**config.mk**
```make
export PLATFORM = sky130hd
export DESIGN_NAME = xlat_bypass_unit
export DESIGN_NICKNAME = d
export VERILOG_FILES = /design/src/rtl/xlat_bypass_pkg.sv /design/src/rtl/xlat_win_regs.sv /design/src/rtl/xlat_win_cmp.sv /design/src/rtl/xlat_win_prio.sv /design/src/rtl/xlat_bypass_unit.sv
export SDC_FILE = /design/constraint.sdc
export NUM_CORES = 1
export LEC_CHECK = 0
export ABC_AREA = 1
export BUFFER_PORTS_ARGS = -buffer_cell sky130_fd_sc_hd__buf_4
export CAP_MARGIN = 10
export CELL_PAD_IN_SITES_DETAIL_PLACEMENT = 1
export CELL_PAD_IN_SITES_GLOBAL_PLACEMENT = 1
export CORE_UTILIZATION = 38
export CTS_BUF_LIST = sky130_fd_sc_hd__clkbuf_2 sky130_fd_sc_hd__clkbuf_4 sky130_fd_sc_hd__clkbuf_8
export DETAILED_ROUTE_END_ITERATION = 10
export GPL_TIMING_DRIVEN = 0
export PLACE_DENSITY = 0.8
export SYNTH_ARGS = -nofsm -noshare
export SYNTH_HDL_FRONTEND = slang
export SYNTH_HIERARCHICAL = 1
export SYNTH_SLANG_ARGS = --single-unit
```
**constraint.sdc**
```tcl
create_clock -name clk -period 1.9 [get_ports clk]
set_clock_uncertainty 0.2 [all_clocks]
set_input_delay 0.095 -clock clk [delete_from_list [all_inputs] [get_ports clk]]
set_output_delay 0.095 -clock clk [all_outputs]
set_load 0.01 [all_outputs]
```
**src/rtl/xlat_bypass_pkg.sv**
```systemverilog
package xlat_bypass_pkg;
  // bit position of the write-protect flag inside a window register
  localparam int WP_POS = 2;

  typedef enum logic [1:0] {
    PAIR_NONE  = 2'd0,
    PAIR_DATA  = 2'd1,
    PAIR_INSTR = 2'd2
  } pair_sel_e;
endpackage

```
**src/rtl/xlat_win_regs.sv**
```systemverilog
module xlat_win_regs #(
  parameter int REG_W = 32,
  parameter int WINS  = 2,
  localparam int TOTAL = 2 * WINS,
  localparam int SEL_W = $clog2(TOTAL)
) (
  input  logic                       clk,
  input  logic                       rst,
  input  logic                       cfg_we,
  input  logic [SEL_W-1:0]           cfg_sel,
  input  logic [REG_W-1:0]           cfg_wdata,
  output logic [WINS-1:0][REG_W-1:0] data_words,
  output logic [WINS-1:0][REG_W-1:0] instr_words
);
  logic [TOTAL-1:0][REG_W-1:0] word_q;

  for (genvar i = 0; i < TOTAL; i++) begin : g_word
    always_ff @(posedge clk) begin
      if (rst) begin
        word_q[i] <= '0;
      end else if (cfg_we && (cfg_sel == SEL_W'(i))) begin
        word_q[i] <= cfg_wdata;
      end
    end
  end

  for (genvar j = 0; j < WINS; j++) begin : g_split
    assign data_words[j]  = word_q[j];
    assign instr_words[j] = word_q[WINS + j];
  end
endmodule

```
**src/rtl/xlat_win_cmp.sv**
```systemverilog
module xlat_win_cmp #(
  parameter int ADDR_W = 32,
  parameter int CMP_W  = 8,
  localparam int HI     = ADDR_W - 1,
  localparam int EN_POS = ADDR_W - 2 * CMP_W - 1
) (
  input  logic [ADDR_W-1:0] addr,
  input  logic [ADDR_W-1:0] word,
  output logic              match,
  output logic              prot
);
  import xlat_bypass_pkg::*;

  logic [CMP_W-1:0] base_f;
  logic [CMP_W-1:0] ignore_f;
  logic [CMP_W-1:0] diff;
  logic             unused_fields;

  assign base_f   = word[HI -: CMP_W];
  assign ignore_f = word[HI-CMP_W -: CMP_W];
  assign diff     = (addr[HI -: CMP_W] ^ base_f) & ~ignore_f;
  assign match    = word[EN_POS] && (diff == '0);
  assign prot     = word[WP_POS];

  assign unused_fields = ^{word[EN_POS-1:WP_POS+1], word[WP_POS-1:0],
                           addr[HI-CMP_W:0]};
endmodule

```
**src/rtl/xlat_win_prio.sv**
```systemverilog
module xlat_win_prio #(
  parameter int WINS = 2,
  localparam int IDX_W = (WINS > 1) ? $clog2(WINS) : 1
) (
  input  logic [WINS-1:0]  match_v,
  input  logic [WINS-1:0]  prot_v,
  output logic             any,
  output logic [IDX_W-1:0] idx,
  output logic             prot
);
  always_comb begin
    any  = 1'b0;
    idx  = '0;
    prot = 1'b0;
    // scan from the highest index down so the lowest index wins
    for (int w = WINS - 1; w >= 0; w--) begin
      if (match_v[w]) begin
        any  = 1'b1;
        idx  = IDX_W'(w);
        prot = prot_v[w];
      end
    end
  end
endmodule

```
**src/rtl/xlat_bypass_unit.sv**
```systemverilog
module xlat_bypass_unit #(
  parameter int ADDR_W = 32,
  parameter int CMP_W  = 8,
  parameter int FC_W   = 3,
  parameter int WINS   = 2,
  localparam int SEL_W = $clog2(2 * WINS),
  localparam int IDX_W = (WINS > 1) ? $clog2(WINS) : 1
) (
  input  logic              clk,
  input  logic              rst,
  input  logic              acc_valid,
  input  logic [ADDR_W-1:0] acc_addr,
  input  logic [FC_W-1:0]   acc_fc,
  input  logic              acc_wr,
  input  logic              acc_probe,
  input  logic              cfg_we,
  input  logic [SEL_W-1:0]  cfg_sel,
  input  logic [ADDR_W-1:0] cfg_wdata,
  output logic              out_valid,
  output logic              hit,
  output logic [IDX_W-1:0]  hit_win,
  output logic [ADDR_W-1:0] phys_addr,
  output logic              wp_fault,
  output logic              bad_fc
);
  import xlat_bypass_pkg::*;

  logic [WINS-1:0][ADDR_W-1:0] data_words;
  logic [WINS-1:0][ADDR_W-1:0] instr_words;
  logic [WINS-1:0][ADDR_W-1:0] pick_words;
  logic [WINS-1:0]             raw_match;
  logic [WINS-1:0]             raw_prot;
  logic [WINS-1:0]             gated_match;
  logic                        any_hit;
  logic [IDX_W-1:0]            win_idx;
  logic                        win_prot;
  pair_sel_e                   pair;
  logic                        unused_fc;

  xlat_win_regs #(.REG_W(ADDR_W), .WINS(WINS)) regs_i (
    .clk         (clk),
    .rst         (rst),
    .cfg_we      (cfg_we),
    .cfg_sel     (cfg_sel),
    .cfg_wdata   (cfg_wdata),
    .data_words  (data_words),
    .instr_words (instr_words)
  );

  always_comb begin
    if (acc_fc[0])      pair = PAIR_DATA;
    else if (acc_fc[1]) pair = PAIR_INSTR;
    else                pair = PAIR_NONE;
  end

  always_comb begin
    case (pair)
      PAIR_DATA:  pick_words = data_words;
      PAIR_INSTR: pick_words = instr_words;
      default:    pick_words = '0;
    endcase
  end

  for (genvar w = 0; w < WINS; w++) begin : g_cmp
    xlat_win_cmp #(.ADDR_W(ADDR_W), .CMP_W(CMP_W)) cmp_i (
      .addr  (acc_addr),
      .word  (pick_words[w]),
      .match (raw_match[w]),
      .prot  (raw_prot[w])
    );
  end

  assign gated_match = (pair == PAIR_NONE) ? '0 : raw_match;

  xlat_win_prio #(.WINS(WINS)) prio_i (
    .match_v (gated_match),
    .prot_v  (raw_prot),
    .any     (any_hit),
    .idx     (win_idx),
    .prot    (win_prot)
  );

  always_ff @(posedge clk) begin
    if (rst) begin
      out_valid <= 1'b0;
      hit       <= 1'b0;
      hit_win   <= '0;
      phys_addr <= '0;
      wp_fault  <= 1'b0;
      bad_fc    <= 1'b0;
    end else begin
      out_valid <= acc_valid;
      hit       <= acc_valid && any_hit;
      hit_win   <= (acc_valid && any_hit) ? win_idx : '0;
      phys_addr <= (acc_valid && any_hit) ? acc_addr : '0;
      wp_fault  <= acc_valid && any_hit && win_prot && acc_wr && !acc_probe;
      bad_fc    <= acc_valid && (pair == PAIR_NONE);
    end
  end

  if (FC_W > 2) begin : g_fc_hi
    assign unused_fc = ^acc_fc[FC_W-1:2];
  end else begin : g_fc_none
    assign unused_fc = 1'b0;
  end
endmodule

```
==> results.sh <==
export IMPL_worstPathMaxFanout=7
export IMPL_fp_dieH_um=119
export IMPL_dpl_instance_area_sq_mm=0.00616
export IMPL_setup_ws_ns=-0.518
export IMPL_crit_required_ns=2.05
export IMPL_clk_latency_ns=0.43
export IMPL_swShare_pct=30.9
export IMPL_dieArea_sq_mm=0.0142
export IMPL_die_width_um=119
export IMPL_regArea_sq_mm=0.00220
export IMPL_place_gp_congestion=0.774
export IMPL_rsz0062_at_grt="true"
export IMPL_syn_avg_cell_area_sq_um=6.35
export IMPL_intPower_uw=3390
export IMPL_clockBufferDepth=2
export IMPL_p_per_area_mw_per_mm2=649
export IMPL_hp_class="input pin to flip-flop"
export IMPL_combPwrFrac_pct=16.8
export IMPL_irDropWorstVdd_mv=0.538
export IMPL_path_class="flip-flop to flip-flop"
export IMPL_clkTransAtPathRegs_ns=0.13
export IMPL_clock_root_buffer="clkbuf_8"
export IMPL_grt_max_degree=22
export IMPL_cts_buffers_inserted=9
export IMPL_switching_power_uw=1510
export IMPL_drc_errors=0
export IMPL_grt_pass1_vias=5697
export IMPL_netlist_area_sq_mm=0.00523
export IMPL_leakagePower_uw=0.00391
export IMPL_hold_violations=0
export IMPL_violations="setup timing"
export IMPL_track_usage_pct=27.4
export IMPL_fin_tns_setup_ns=-15.04
export IMPL_fillers=1734
export IMPL_period_needed_ns=2.42
export IMPL_hpwl_um=11800
export IMPL_cts_tree="yes"
export IMPL_startpoint_type="flip-flop"
export IMPL_synthToLayoutAreaGrowth_pct=44.4
export IMPL_slew_headroom_pct=63.4
export IMPL_drive_gt1_share_pct=28.0
export IMPL_syn_nets=898
export IMPL_core_area_sq_mm=0.0133
export IMPL_max_cap_viol_count=0
export IMPL_drtAntennaViolNets=0
export IMPL_via_count=5622
export IMPL_grt_antenna_before_repair=2
export IMPL_finalSetupViolCount=35
export IMPL_dr_pass1_iters=4
export IMPL_drtIter0Drc=226
export IMPL_grt_pass1_wl_um=29700
export IMPL_nets=1076
export IMPL_cts_sinks=109
export IMPL_pwr_share_seq_pct=49.4
export IMPL_cp_arrival_ns=2.57
export IMPL_slew_viol_final=0
export IMPL_p_clk_share_pct=33.8
export IMPL_worstMarginPinSlew_ns=0.548
export IMPL_detail_route_wl_per_cell_um=18.4
export IMPL_gr_total_overflow=0
export IMPL_port_buffers=95
export IMPL_design_area_sq_mm=0.00755
export IMPL_io_pins=112
export IMPL_yosys_warnings=6
export IMPL_routed_wl_um=21800
export IMPL_finalCritPeriodShare_pct=127
export IMPL_netlist_instances=823
export IMPL_initial_utilization_pct=39.2
export IMPL_viasPerCell=4.75
export IMPL_multi_input_area_sq_mm=0.00246
export IMPL_num_rows=42
export IMPL_cts_htree_levels=3
export IMPL_status="finished, violations left"
export IMPL_cp_end_kind="flip-flop"
export IMPL_clock_fmax_mhz=414
[routing by layer]
metal | up-vias | part of all wire, % | track usage [%]
li1 | 2731 | - | -
met1 | 2642 | 37 | 30.6
met2 | 184 | 53 | 50.8
met3 | 65 | 4.8 | 6.42
met4 | 0 | 5.2 | 9.06
met5 | - | 0 | 0
[worst paths after layout]
path              cells past startpoint                               start                                 end  slack (ns)
setup / recovery                     16  regs_i/data_words[25]$_SDFFE_PP0P_            phys_addr[24]$_SDFF_PP0_       -0.52
hold / removal                        8                           acc_fc[1]                 wp_fault$_SDFF_PP0_        0.09
setup reg to reg                     16  regs_i/data_words[25]$_SDFFE_PP0P_            phys_addr[24]$_SDFF_PP0_       -0.52
hold reg to reg                       2  regs_i/data_words[23]$_SDFFE_PP0P_  regs_i/data_words[23]$_SDFFE_PP0P_        0.30
[sequential cells by signal (all words and copies together), names as in the netlist]
register and count:
bad_fc 1, hit_win 1, regs_i/data_words 36, regs_i/instr_words 36, hit 1, wp_fault 1, phys_addr 32, out_valid 1
[power by group through the flow]
stage	Sequential (uW)	Combinational (uW)	Clock (uW)
after floorplan	2450	383	0
after global placement	2460	616	0
after detailed placement	2460	632	0
after CTS	2410	744	1650
after global routing	2430	901	1770
final	2420	824	1650
[worst max-delay path, stage by stage (launching register included)]
cell	delay [ns]
dfxtp_2	0.35
nand2_2	0.08
nand2_2	0.06
inv_1	0.10
nand2_1	0.09
nand3_2	0.10
nand2_2	0.08
nor2_2	0.15
nand2_2	0.11
nor2_4	0.12
inv_2	0.05
nor2_4	0.12
inv_2	0.06
nand2_2	0.07
nand3_4	0.20
clkbuf_16	0.25
nor2_1	0.13
[repair_timing]
item / CTS / global route
hold buffers: 61 / 0
setup endpoints to repair: 35 / 35
resized for setup: 28 / 111
cloned: 1 / 2
pin swaps: 6 / 34
setup buffers: 3 / 5
hold endpoints to repair: 109 / 0
[layout by cell type, fill, tap and decap left out, drive strengths merged]
| cell type | count |
|---|---|
| nor2 | 175 |
| xnor2 | 2 |
| a21oi | 20 |
| clkinv | 2 |
| diode | 2 |
| dfxtp | 109 |
| buf | 153 |
| clkbuf | 22 |
| inv | 153 |
| o21ai | 4 |
| nand3 | 70 |
| o21bai | 2 |
| nand2 | 232 |
| dlygate4sd3 | 61 |
| bufinv | 1 |
[metrics by stage]
| stage | utilization [%] | hold slack, ns | std cells | setup slack [ns] | power (uW) |
|---|---|---|---|---|---|
| 3_3_place_gp | 46.2 | 0.0930 | 1094 | -0.506 | 3080 |
| 2_1_floorplan | - | -0.0338 | 823 | 0.0105 | 2830 |
| 5_1_grt | 56.6 | 0.0937 | 1184 | -0.550 | 5100 |
| 4_1_cts | 53.3 | 0.0232 | 1175 | -0.0825 | 4810 |
| 6_report | 56.6 | 0.0934 | 1184 | -0.518 | 4900 |
| 3_5_place_dp | 46.2 | 0.0923 | 1094 | -0.589 | 3100 |
[area by class of cell]
| cell class | count | area share, % |
|---|---|---|
| clock inverters | 7 | 1.33 |
| plain buffers | 60 | 5.52 |
| well taps | 176 | 2.92 |
| flip-flops and latches | 109 | 29.2 |
| clock buffers | 9 | 1.64 |
| inverters | 149 | 7.48 |
| diodes | 2 | 0.0663 |
| repair buffers | 167 | 19.2 |
| multi-input cells | 505 | 32.6 |
(Power assumes the default switching activity.)
